### src/rtl/edge_lut_pkg.sv
package edge_lut_pkg;
  localparam int unsigned PAIR_LUT_W = 16;
  localparam int unsigned PAIR_IDX_W = 4;
  typedef logic [PAIR_LUT_W-1:0] pair_lut_t;
endpackage

### src/rtl/edge_lut_cfg.sv
module edge_lut_cfg #(
  parameter int NUM_UNITS   = 2,
  parameter int SEL_W       = 8,
  parameter int SEL_BASE    = 52,
  parameter int WR_PER_LOAD = 8,
  parameter int PTR_W       = 4
) (
  input  logic                 clk_i,
  input  logic                 rst_ni,
  input  logic                 sel_valid_i,
  input  logic [SEL_W-1:0]     sel_i,
  input  logic                 wr_valid_i,
  output logic [NUM_UNITS-1:0] unit_we_o,
  output logic [PTR_W-1:0]     wr_ptr_o
);
  logic [NUM_UNITS-1:0] act_q, act_d;
  logic [PTR_W-1:0]     ptr_q;
  logic                 wr_ok;

  for (genvar u = 0; u < NUM_UNITS; u++) begin : g_dec
    assign act_d[u] = (sel_i == SEL_W'(SEL_BASE + u));
  end

  // select wins over a write in the same cycle
  assign wr_ok = wr_valid_i && !sel_valid_i && (|act_q) &&
                 (ptr_q < PTR_W'(WR_PER_LOAD));

  always_ff @(posedge clk_i or negedge rst_ni) begin
    if (!rst_ni) begin
      act_q <= '0;
      ptr_q <= '0;
    end else if (sel_valid_i) begin
      act_q <= act_d;
      ptr_q <= '0;
    end else if (wr_ok) begin
      ptr_q <= ptr_q + PTR_W'(1);
    end
  end

  assign unit_we_o = act_q & {NUM_UNITS{wr_ok}};
  assign wr_ptr_o  = ptr_q;
endmodule

### src/rtl/edge_lut_table.sv
module edge_lut_table
  import edge_lut_pkg::*;
#(
  parameter int NUM_PAIRS = 16,
  parameter int WORD_W    = 32,
  parameter int PTR_W     = 4
) (
  input  logic                            clk_i,
  input  logic                            rst_ni,
  input  logic                            we_i,
  input  logic [PTR_W-1:0]                ptr_i,
  input  logic [WORD_W-1:0]               data_i,
  output logic [NUM_PAIRS*PAIR_LUT_W-1:0] tbl_o
);
  localparam int PPW = WORD_W / PAIR_LUT_W;

  for (genvar p = 0; p < NUM_PAIRS; p++) begin : g_pair
    localparam int K = (NUM_PAIRS - 1 - p) / PPW;  // write slot, high pairs first
    localparam int S = p % PPW;                    // field within the word
    pair_lut_t q;
    always_ff @(posedge clk_i or negedge rst_ni) begin
      if (!rst_ni) q <= '0;
      else if (we_i && ptr_i == PTR_W'(K)) q <= data_i[S*PAIR_LUT_W +: PAIR_LUT_W];
    end
    assign tbl_o[p*PAIR_LUT_W +: PAIR_LUT_W] = q;
  end
endmodule

### src/rtl/edge_lut_eval.sv
module edge_lut_eval
  import edge_lut_pkg::*;
#(
  parameter int NUM_CH    = 32,
  parameter int NUM_UNITS = 2,
  parameter int NUM_PAIRS = 16
) (
  input  logic                                      clk_i,
  input  logic                                      rst_ni,
  input  logic                                      arm_i,
  input  logic                                      valid_i,
  input  logic [NUM_CH-1:0]                         sample_i,
  input  logic [NUM_UNITS*NUM_PAIRS*PAIR_LUT_W-1:0] tbl_i,
  output logic [NUM_UNITS-1:0]                      hit_o
);
  logic [NUM_CH-1:0]              prev_q;
  logic                           pv_q;
  logic [NUM_UNITS-1:0]           hit_q, unit_hit;
  logic [NUM_UNITS*NUM_PAIRS-1:0] pair_hit;

  for (genvar u = 0; u < NUM_UNITS; u++) begin : g_unit
    for (genvar p = 0; p < NUM_PAIRS; p++) begin : g_pair
      logic [PAIR_IDX_W-1:0] idx;
      pair_lut_t             t;
      assign idx = {prev_q[2*p+1], prev_q[2*p], sample_i[2*p+1], sample_i[2*p]};
      assign t   = tbl_i[(u*NUM_PAIRS+p)*PAIR_LUT_W +: PAIR_LUT_W];
      assign pair_hit[u*NUM_PAIRS+p] = t[idx];
    end
    assign unit_hit[u] = |pair_hit[u*NUM_PAIRS +: NUM_PAIRS];
  end

  always_ff @(posedge clk_i or negedge rst_ni) begin
    if (!rst_ni) begin
      prev_q <= '0;
      pv_q   <= 1'b0;
      hit_q  <= '0;
    end else if (arm_i) begin
      pv_q  <= 1'b0;
      hit_q <= '0;
    end else if (valid_i) begin
      prev_q <= sample_i;
      pv_q   <= 1'b1;
      hit_q  <= pv_q ? unit_hit : '0;
    end else begin
      hit_q <= '0;
    end
  end

  assign hit_o = hit_q;
endmodule

### src/rtl/edge_lut_trig.sv
module edge_lut_trig
  import edge_lut_pkg::*;
#(
  parameter int NUM_CH    = 32,
  parameter int NUM_UNITS = 2,
  parameter int SEL_W     = 8,
  parameter int SEL_BASE  = 52,
  parameter int WORD_W    = 32
) (
  input  logic                 clk_i,
  input  logic                 rst_ni,
  input  logic                 arm_i,
  input  logic                 sample_valid_i,
  input  logic [NUM_CH-1:0]    sample_i,
  input  logic                 cfg_sel_valid_i,
  input  logic [SEL_W-1:0]     cfg_sel_i,
  input  logic                 cfg_wr_valid_i,
  input  logic [WORD_W-1:0]    cfg_wr_data_i,
  output logic [NUM_UNITS-1:0] hit_o
);
  localparam int NUM_PAIRS   = NUM_CH / 2;
  localparam int PPW         = WORD_W / PAIR_LUT_W;
  localparam int WR_PER_LOAD = NUM_PAIRS / PPW;
  localparam int PTR_W       = $clog2(WR_PER_LOAD + 1);
  localparam int UNIT_BITS   = NUM_PAIRS * PAIR_LUT_W;

  logic [NUM_UNITS-1:0]           unit_we;
  logic [PTR_W-1:0]               wr_ptr;
  logic [NUM_UNITS*UNIT_BITS-1:0] tbl_all;

  edge_lut_cfg #(
    .NUM_UNITS(NUM_UNITS), .SEL_W(SEL_W), .SEL_BASE(SEL_BASE),
    .WR_PER_LOAD(WR_PER_LOAD), .PTR_W(PTR_W)
  ) u_cfg (
    .clk_i(clk_i), .rst_ni(rst_ni), .sel_valid_i(cfg_sel_valid_i),
    .sel_i(cfg_sel_i), .wr_valid_i(cfg_wr_valid_i),
    .unit_we_o(unit_we), .wr_ptr_o(wr_ptr)
  );

  for (genvar u = 0; u < NUM_UNITS; u++) begin : g_tbl
    edge_lut_table #(.NUM_PAIRS(NUM_PAIRS), .WORD_W(WORD_W), .PTR_W(PTR_W)) u_tbl (
      .clk_i(clk_i), .rst_ni(rst_ni), .we_i(unit_we[u]), .ptr_i(wr_ptr),
      .data_i(cfg_wr_data_i), .tbl_o(tbl_all[u*UNIT_BITS +: UNIT_BITS])
    );
  end

  edge_lut_eval #(.NUM_CH(NUM_CH), .NUM_UNITS(NUM_UNITS), .NUM_PAIRS(NUM_PAIRS)) u_eval (
    .clk_i(clk_i), .rst_ni(rst_ni), .arm_i(arm_i), .valid_i(sample_valid_i),
    .sample_i(sample_i), .tbl_i(tbl_all), .hit_o(hit_o)
  );
endmodule

### config.mk
export PLATFORM = sky130hd
export DESIGN_NAME = edge_lut_trig
export DESIGN_NICKNAME = d
export VERILOG_FILES = /design/src/rtl/edge_lut_pkg.sv /design/src/rtl/edge_lut_cfg.sv /design/src/rtl/edge_lut_table.sv /design/src/rtl/edge_lut_eval.sv /design/src/rtl/edge_lut_trig.sv
export SDC_FILE = /design/constraint.sdc
export NUM_CORES = 1
export LEC_CHECK = 0
export BUFFER_PORTS_ARGS = -buffer_cell sky130_fd_sc_hd__buf_2
export CORE_AREA = 8 8 228 186
export CTS_BUF_LIST = sky130_fd_sc_hd__clkbuf_8
export DETAILED_ROUTE_END_ITERATION = 12
export DIE_AREA = 0 0 236 194
export PLACE_DENSITY_LB_ADDON = 0.12
export SYNTH_ARGS = -nofsm -noshare
export SYNTH_HDL_FRONTEND = slang
export SYNTH_SLANG_ARGS = --single-unit
### constraint.sdc
create_clock -name clk_i -period 2.3 [get_ports clk_i]
set_input_delay 0.115 -clock clk_i [delete_from_list [all_inputs] [get_ports clk_i]]
set_output_delay 0.115 -clock clk_i [all_outputs]
set_load 0.02 [all_outputs]
After elaboration in Yosys (flattened, before gate mapping)
Cells that the tools add are included.

operators by class
  equality and inequality tests = 9
  $lt $le $gt $ge = 17
  $add $sub $neg = 1
  bitwise gates (word level) = 2
  reductions and logical operators = 27
  mux-type cells = 71

operators by type and width
  kind                                                                           number
  1-bit binary-select mux with 4-bit select                                      32
  4-bit by 5-bit less-than comparator with 1-bit output (second input constant)  16
  1-bit two-way mux                                                              34
  16-bit OR reduction                                                            2
  1-bit logical AND                                                              19
  4-bit by 3-bit equality test with 1-bit output (second input constant)         4
  8-bit by 6-bit equality test with 1-bit output (second input constant)         2
  4-bit by 2-bit equality test with 1-bit output (second input constant)         2
  4-bit two-way mux                                                              2
  2-bit two-way mux                                                              3
  4-bit by 1-bit adder with 4-bit output (second input constant)                 1
  4-bit by 1-bit equality test with 1-bit output (second input constant)         1
  4-bit logical NOT                                                              1
  4-bit less-than comparator (second input constant)                             1
  2-bit nonzero test                                                             2
  2-bit AND                                                                      1
  2-bit AND reduction                                                            1
  2-bit OR reduction                                                             1
  1-bit logical NOT                                                              1
  1-bit NOT                                                                      1

storage, ports and cells
  logic and storage cells = 164
  bits in registers = 553

Depth between registers and ports, before layout
  depth in word-level cells = 6
  gate-level depth with buffers = 8

Cells and area by module
A second synthesis with hierarchy kept.

second synthesis, totals
  cells, all modules = 1519
  area total of the unflattened synthesis = 24980.2 um^2

modules (own cells, without submodules)
  module          area each (um^2)  cells each  instances  sequential area each (um^2)
  edge_lut_table  9600.5            550         2          6406.1
  edge_lut_eval   5475.3            390         1          875.8
  edge_lut_cfg    304.0             29          1          150.1

Least setup slack after synthesis
Ideal clock, no wire load.

  path kind = input port to flip-flop
  start = in sample_i[30]
  end = reg u_eval.hit_q[0] (netlist: u_eval.hit_o[0])
  stages on the path = 5
  path buffers = 1
  setup time = 0.143 ns
  arrival time = 1.929 ns
  setup slack = 0.228 ns
  path through = clkbuf_1 mux4_2 mux4_2 a2111oi_0 a31oi_1

between the ends
  longest elaborated chain between the ends = 6

RTL lines
  element                                    RTL line             text
  start, declared                            edge_lut_trig.sv:14  input logic [NUM_CH-1:0] sample_i,
  1-bit binary-select mux with 4-bit select  edge_lut_eval.sv:27  assign pair_hit[u*NUM_PAIRS+p] = t[idx];
  1-bit two-way mux (implied by the code)    edge_lut_eval.sv:27
  16-bit OR reduction                        edge_lut_eval.sv:29  assign unit_hit[u] = |pair_hit[u*NUM_PAIRS +: NUM_PAIRS];
  2-bit two-way mux                          edge_lut_eval.sv:43  hit_q <= pv_q ? unit_hit : '0;
  2-bit two-way mux                          edge_lut_eval.sv:40  end else if (valid_i) begin
  2-bit two-way mux                          edge_lut_eval.sv:37  end else if (arm_i) begin
  end signal, assigned                       edge_lut_eval.sv:43
  end, declared                              edge_lut_eval.sv:18  logic [NUM_UNITS-1:0] hit_q, unit_hit;

No other way between the ends. The select of a mux whose other input is x is not followed.
A chain may end at the register's enable or synchronous reset.

Worst setup path in the final report
  start = reg g_tbl[0].u_tbl.g_pair[2].q[15]
  end = reg u_eval.hit_q[0] (netlist: u_eval.hit_o[0])

between the ends
  longest elaborated chain between the ends = 6

RTL lines
  element                                    RTL line              text
  start, declared                            edge_lut_table.sv:20  pair_lut_t q;
  start signal, assigned                     edge_lut_table.sv:23  else if (we_i && ptr_i == PTR_W'(K)) q <= data_i[S*PAIR_LUT_W +: PAIR_LUT_W];
  1-bit binary-select mux with 4-bit select  edge_lut_eval.sv:27
  1-bit two-way mux (implied by the code)    edge_lut_eval.sv:27
  16-bit OR reduction                        edge_lut_eval.sv:29
  2-bit two-way mux                          edge_lut_eval.sv:43
  2-bit two-way mux                          edge_lut_eval.sv:40
  2-bit two-way mux                          edge_lut_eval.sv:37

No other way between the ends. The select of a mux whose other input is x is not followed.

==> impl_results.md <==
- Status: complete, no violations
- Total power: 0.01942 W
- Setup WS pre-CTS: -0.02581 ns
- Yosys Warn Count: 0
- Clock Tree Buf Depth: 3
- Final Core Density: 0.7230
- Tightest Hold Check Type: in -> reg
- Setup Skew: 0.03226 ns
- Max IR drop VDD: 510.0 uV
- Fin crit share: 0.9691
- Max-slew headroom: 0.5545
- ANT nets after route: 0
- Core area: 0.03879 mm2
- Largest net degree at the start of global routing: 75
- Post-DR vias/cell: 6.301
- Wire length of the first global-routing pass: 94560 um
- Worst-Margin Slew: 0.6637 ns
- Die X: 236 um
- Commonest non-fill, non-tap cell in the layout: dfrtp_1
- Syn Area/Cell: 15.88 um2
- Synthesized area: 0.02472 mm2
- First-pass DRT Iterations: 5
- Setup crit start kind: flip-flop
- Number of global-route vias before repair: 15398
- Most frequent cells in the layout: dfrtp_1, mux2_1, mux2_2, mux4_2, clkbuf_8
- Worst Path Max Fanout: 2
- Net Sw Frac: 0.2483
- Final Max Tran Viols: 0
- Final setup violating endpoints: 0
- Vias: 14340
- Die Y: 194 um
- Starting Density: 0.6373
- Row count: 65
- Synth cell types: 50
- Initial DRC count: 1032
- Drt drc: 0
- Share of layout cells above drive strength 1: 0.3014
- Post-synth EDFFs: 0
- PD cells: 692.5 mW/mm2
- #FFs+latches synth: 553
- Reg clk slew, reported paths: 0.06 ns
- NetSw: 0.004822 W
- Area occupied by registers: 0.01384 mm2
- Max Cap Viol: 0
- Final worst setup slack: 0.07113 ns
- Clock power share: 0.408
- H-tree Lvls: 3
- Detailed Place HPWL: 39490 um
- Multi-input logic area: 0.01039 mm2
- Layout fillers: 2515
- Clock buffer count from CTS: 86
- Layout Nets: 1796
- Area grow syn2layout: 13.46%
- Post-Syn Nets: 1639
- Post-synth top flop: dfrtp_1
- GRT Util Overall: 0.2721
- Leak: 14.42 nW
- CP endpoint kind: flip-flop
- Final hold vios: 0
- CP arrival: 2.76 ns
- Flop-to-flop setup slack: 0.07 ns
- Combinational power share: 0.072
- Io pins: 80
- Gate Count Post-Synth: 1557
- CTS tree: built
- Initial antenna violation count: 2
- Cell-internal power: 0.01460 W
- Worst-Skew Late Latency: 0.67 ns
- Fmax: 0.4487 GHz
- Routed WL per cell: 26.76 um
- RSZ-0062 raised after global routing: no
- CP required: 2.83 ns
- Seq/Total Area, Yosys: 0.5597
- Async set or reset register ratio after synthesis: 1.000
- Die area: 0.04578 mm2
- Clock sinks: 553
- Root Buffer: clkbuf_8
- Reg power frac: 0.519
- Critical path type: reg -> reg
- Final WL: 60920 um
- Congestion Overflow GR: 0
- Final Critical Period: 2.229 ns
- RePlAce Congestion: 0.8729
- Input/output buffers: 79
## sequential cells by signal, summed over array words and instances, names as in the netlist
signal                flops
g_tbl.u_tbl.g_pair.q    512
u_eval.pv_q               1
u_cfg.act_q               2
u_cfg.wr_ptr_o            4
u_eval.prev_q            32
u_eval.hit_o              2
## power groups by stage
stage | registers (W) | logic, W | clock network (W)
global route | 0.0101 | 0.00151 | 0.00848
finish | 0.0101 | 0.00141 | 0.00793
CTS | 0.0101 | 0.00139 | 0.00810
floorplan | 0.0102 | 0.000619 | 0
detailed placement | 0.0102 | 0.00134 | 0
global placement | 0.0102 | 0.00132 | 0
## routing by layer
metal	wire length, um	part of all wire	vias to the layer above	GRT usage
met2	28030	0.46	419	0.4145
met5	11	0.00018	-	0
met3	4395	0.072	104	0.06591
met1	26950	0.44	7693	0.3886
met4	1534	0.025	2	0.08280
li1	-	-	6122	-
## logic make-up after synthesis
kind of cell,synth area share
flops,0.5597
xor+xnor,0.0007087
simple gates,0.01812
fa+ha+maj,0.002024
buf+inv,0.02202
compound gates,0.01817
mux,0.3792
## worst max-delay path, stage by stage (launching register included)
cell	delay (ns)
dfrtp_1	0.38
mux4_2	0.50
mux2i_2	0.24
o22ai_1	0.19
or4_4	0.56
nor4_4	0.14
a31oi_1	0.11
## metrics by stage
step | TNS (ns) | instance area [um2] | std cells | hold WS (ns)
floorplan | 0 | 24720 | 1557 | -0.1806
global placement | -0.02878 | 25960 | 2088 | 0.1029
detailed placement | -0.02581 | 25960 | 2088 | 0.1041
CTS | 0 | 28000 | 2274 | 0.005820
global route | 0 | 28040 | 2274 | 0.02534
finish | 0 | 28050 | 2276 | 0.03080
## synthesized netlist by cell type (3+ instances only)
cell / instances / area [um2]
dfrtp_1: 553 / 13840
mux2_1: 410 / 4617
mux2_2: 142 / 1599
mux4_2: 117 / 2635
clkbuf_1: 57 / 214.0
buf_1: 48 / 180.2
mux2i_1: 34 / 340.3
nand2_1: 28 / 105.1
nor2_1: 23 / 86.33
inv_1: 19 / 71.32
buf_2: 12 / 60.06
nor2b_1: 11 / 68.82
a221oi_1: 9 / 78.83
a22oi_1: 8 / 60.06
o22ai_1: 8 / 50.05
mux4_1: 7 / 183.9
o21ai_0: 6 / 30.03
nand3_1: 5 / 25.02
a32oi_1: 4 / 35.03
ha_1: 4 / 50.05
nand2b_1: 4 / 25.02
a2111oi_0: 3 / 26.28
a21oi_1: 3 / 15.01
nor3_1: 3 / 15.01
## final timing paths
kind	start	endpoint	depth (start not counted)
worst max-delay path	g_tbl[0].u_tbl.g_pair[2].q[15]	u_eval.hit_o[0]	6
worst min-delay path	sample_i[21]	u_eval.prev_q[21]	3
worst max register to register	g_tbl[0].u_tbl.g_pair[2].q[15]	u_eval.hit_o[0]	6
worst min register to register	g_tbl[0].u_tbl.g_pair[15].q[14]	g_tbl[0].u_tbl.g_pair[15].q[14]	1
max in group asynchronous	rst_ni	g_tbl[0].u_tbl.g_pair[14].q[1]	4
min in group asynchronous	rst_ni	g_tbl[0].u_tbl.g_pair[14].q[14]	3
## final cells by class
cell class              count  area share
diodes                      2   0.0001784
clock buffers             103     0.05054
clock inverters            43    0.008074
inverters                  19    0.002543
multi-input cells         866      0.3704
flip-flops and latches    553      0.4934
well taps                 502     0.02239
repair buffers            188     0.05255
## timing repair
item	4_1_cts	5_1_grt
gates resized for setup	0	10
setup endpoints to repair	0	2
buffers inserted	0	0
hold buffers	40	0
endpoints found under the hold margin	589	0
No activity file was read; power rests on OpenSTA's default activity.
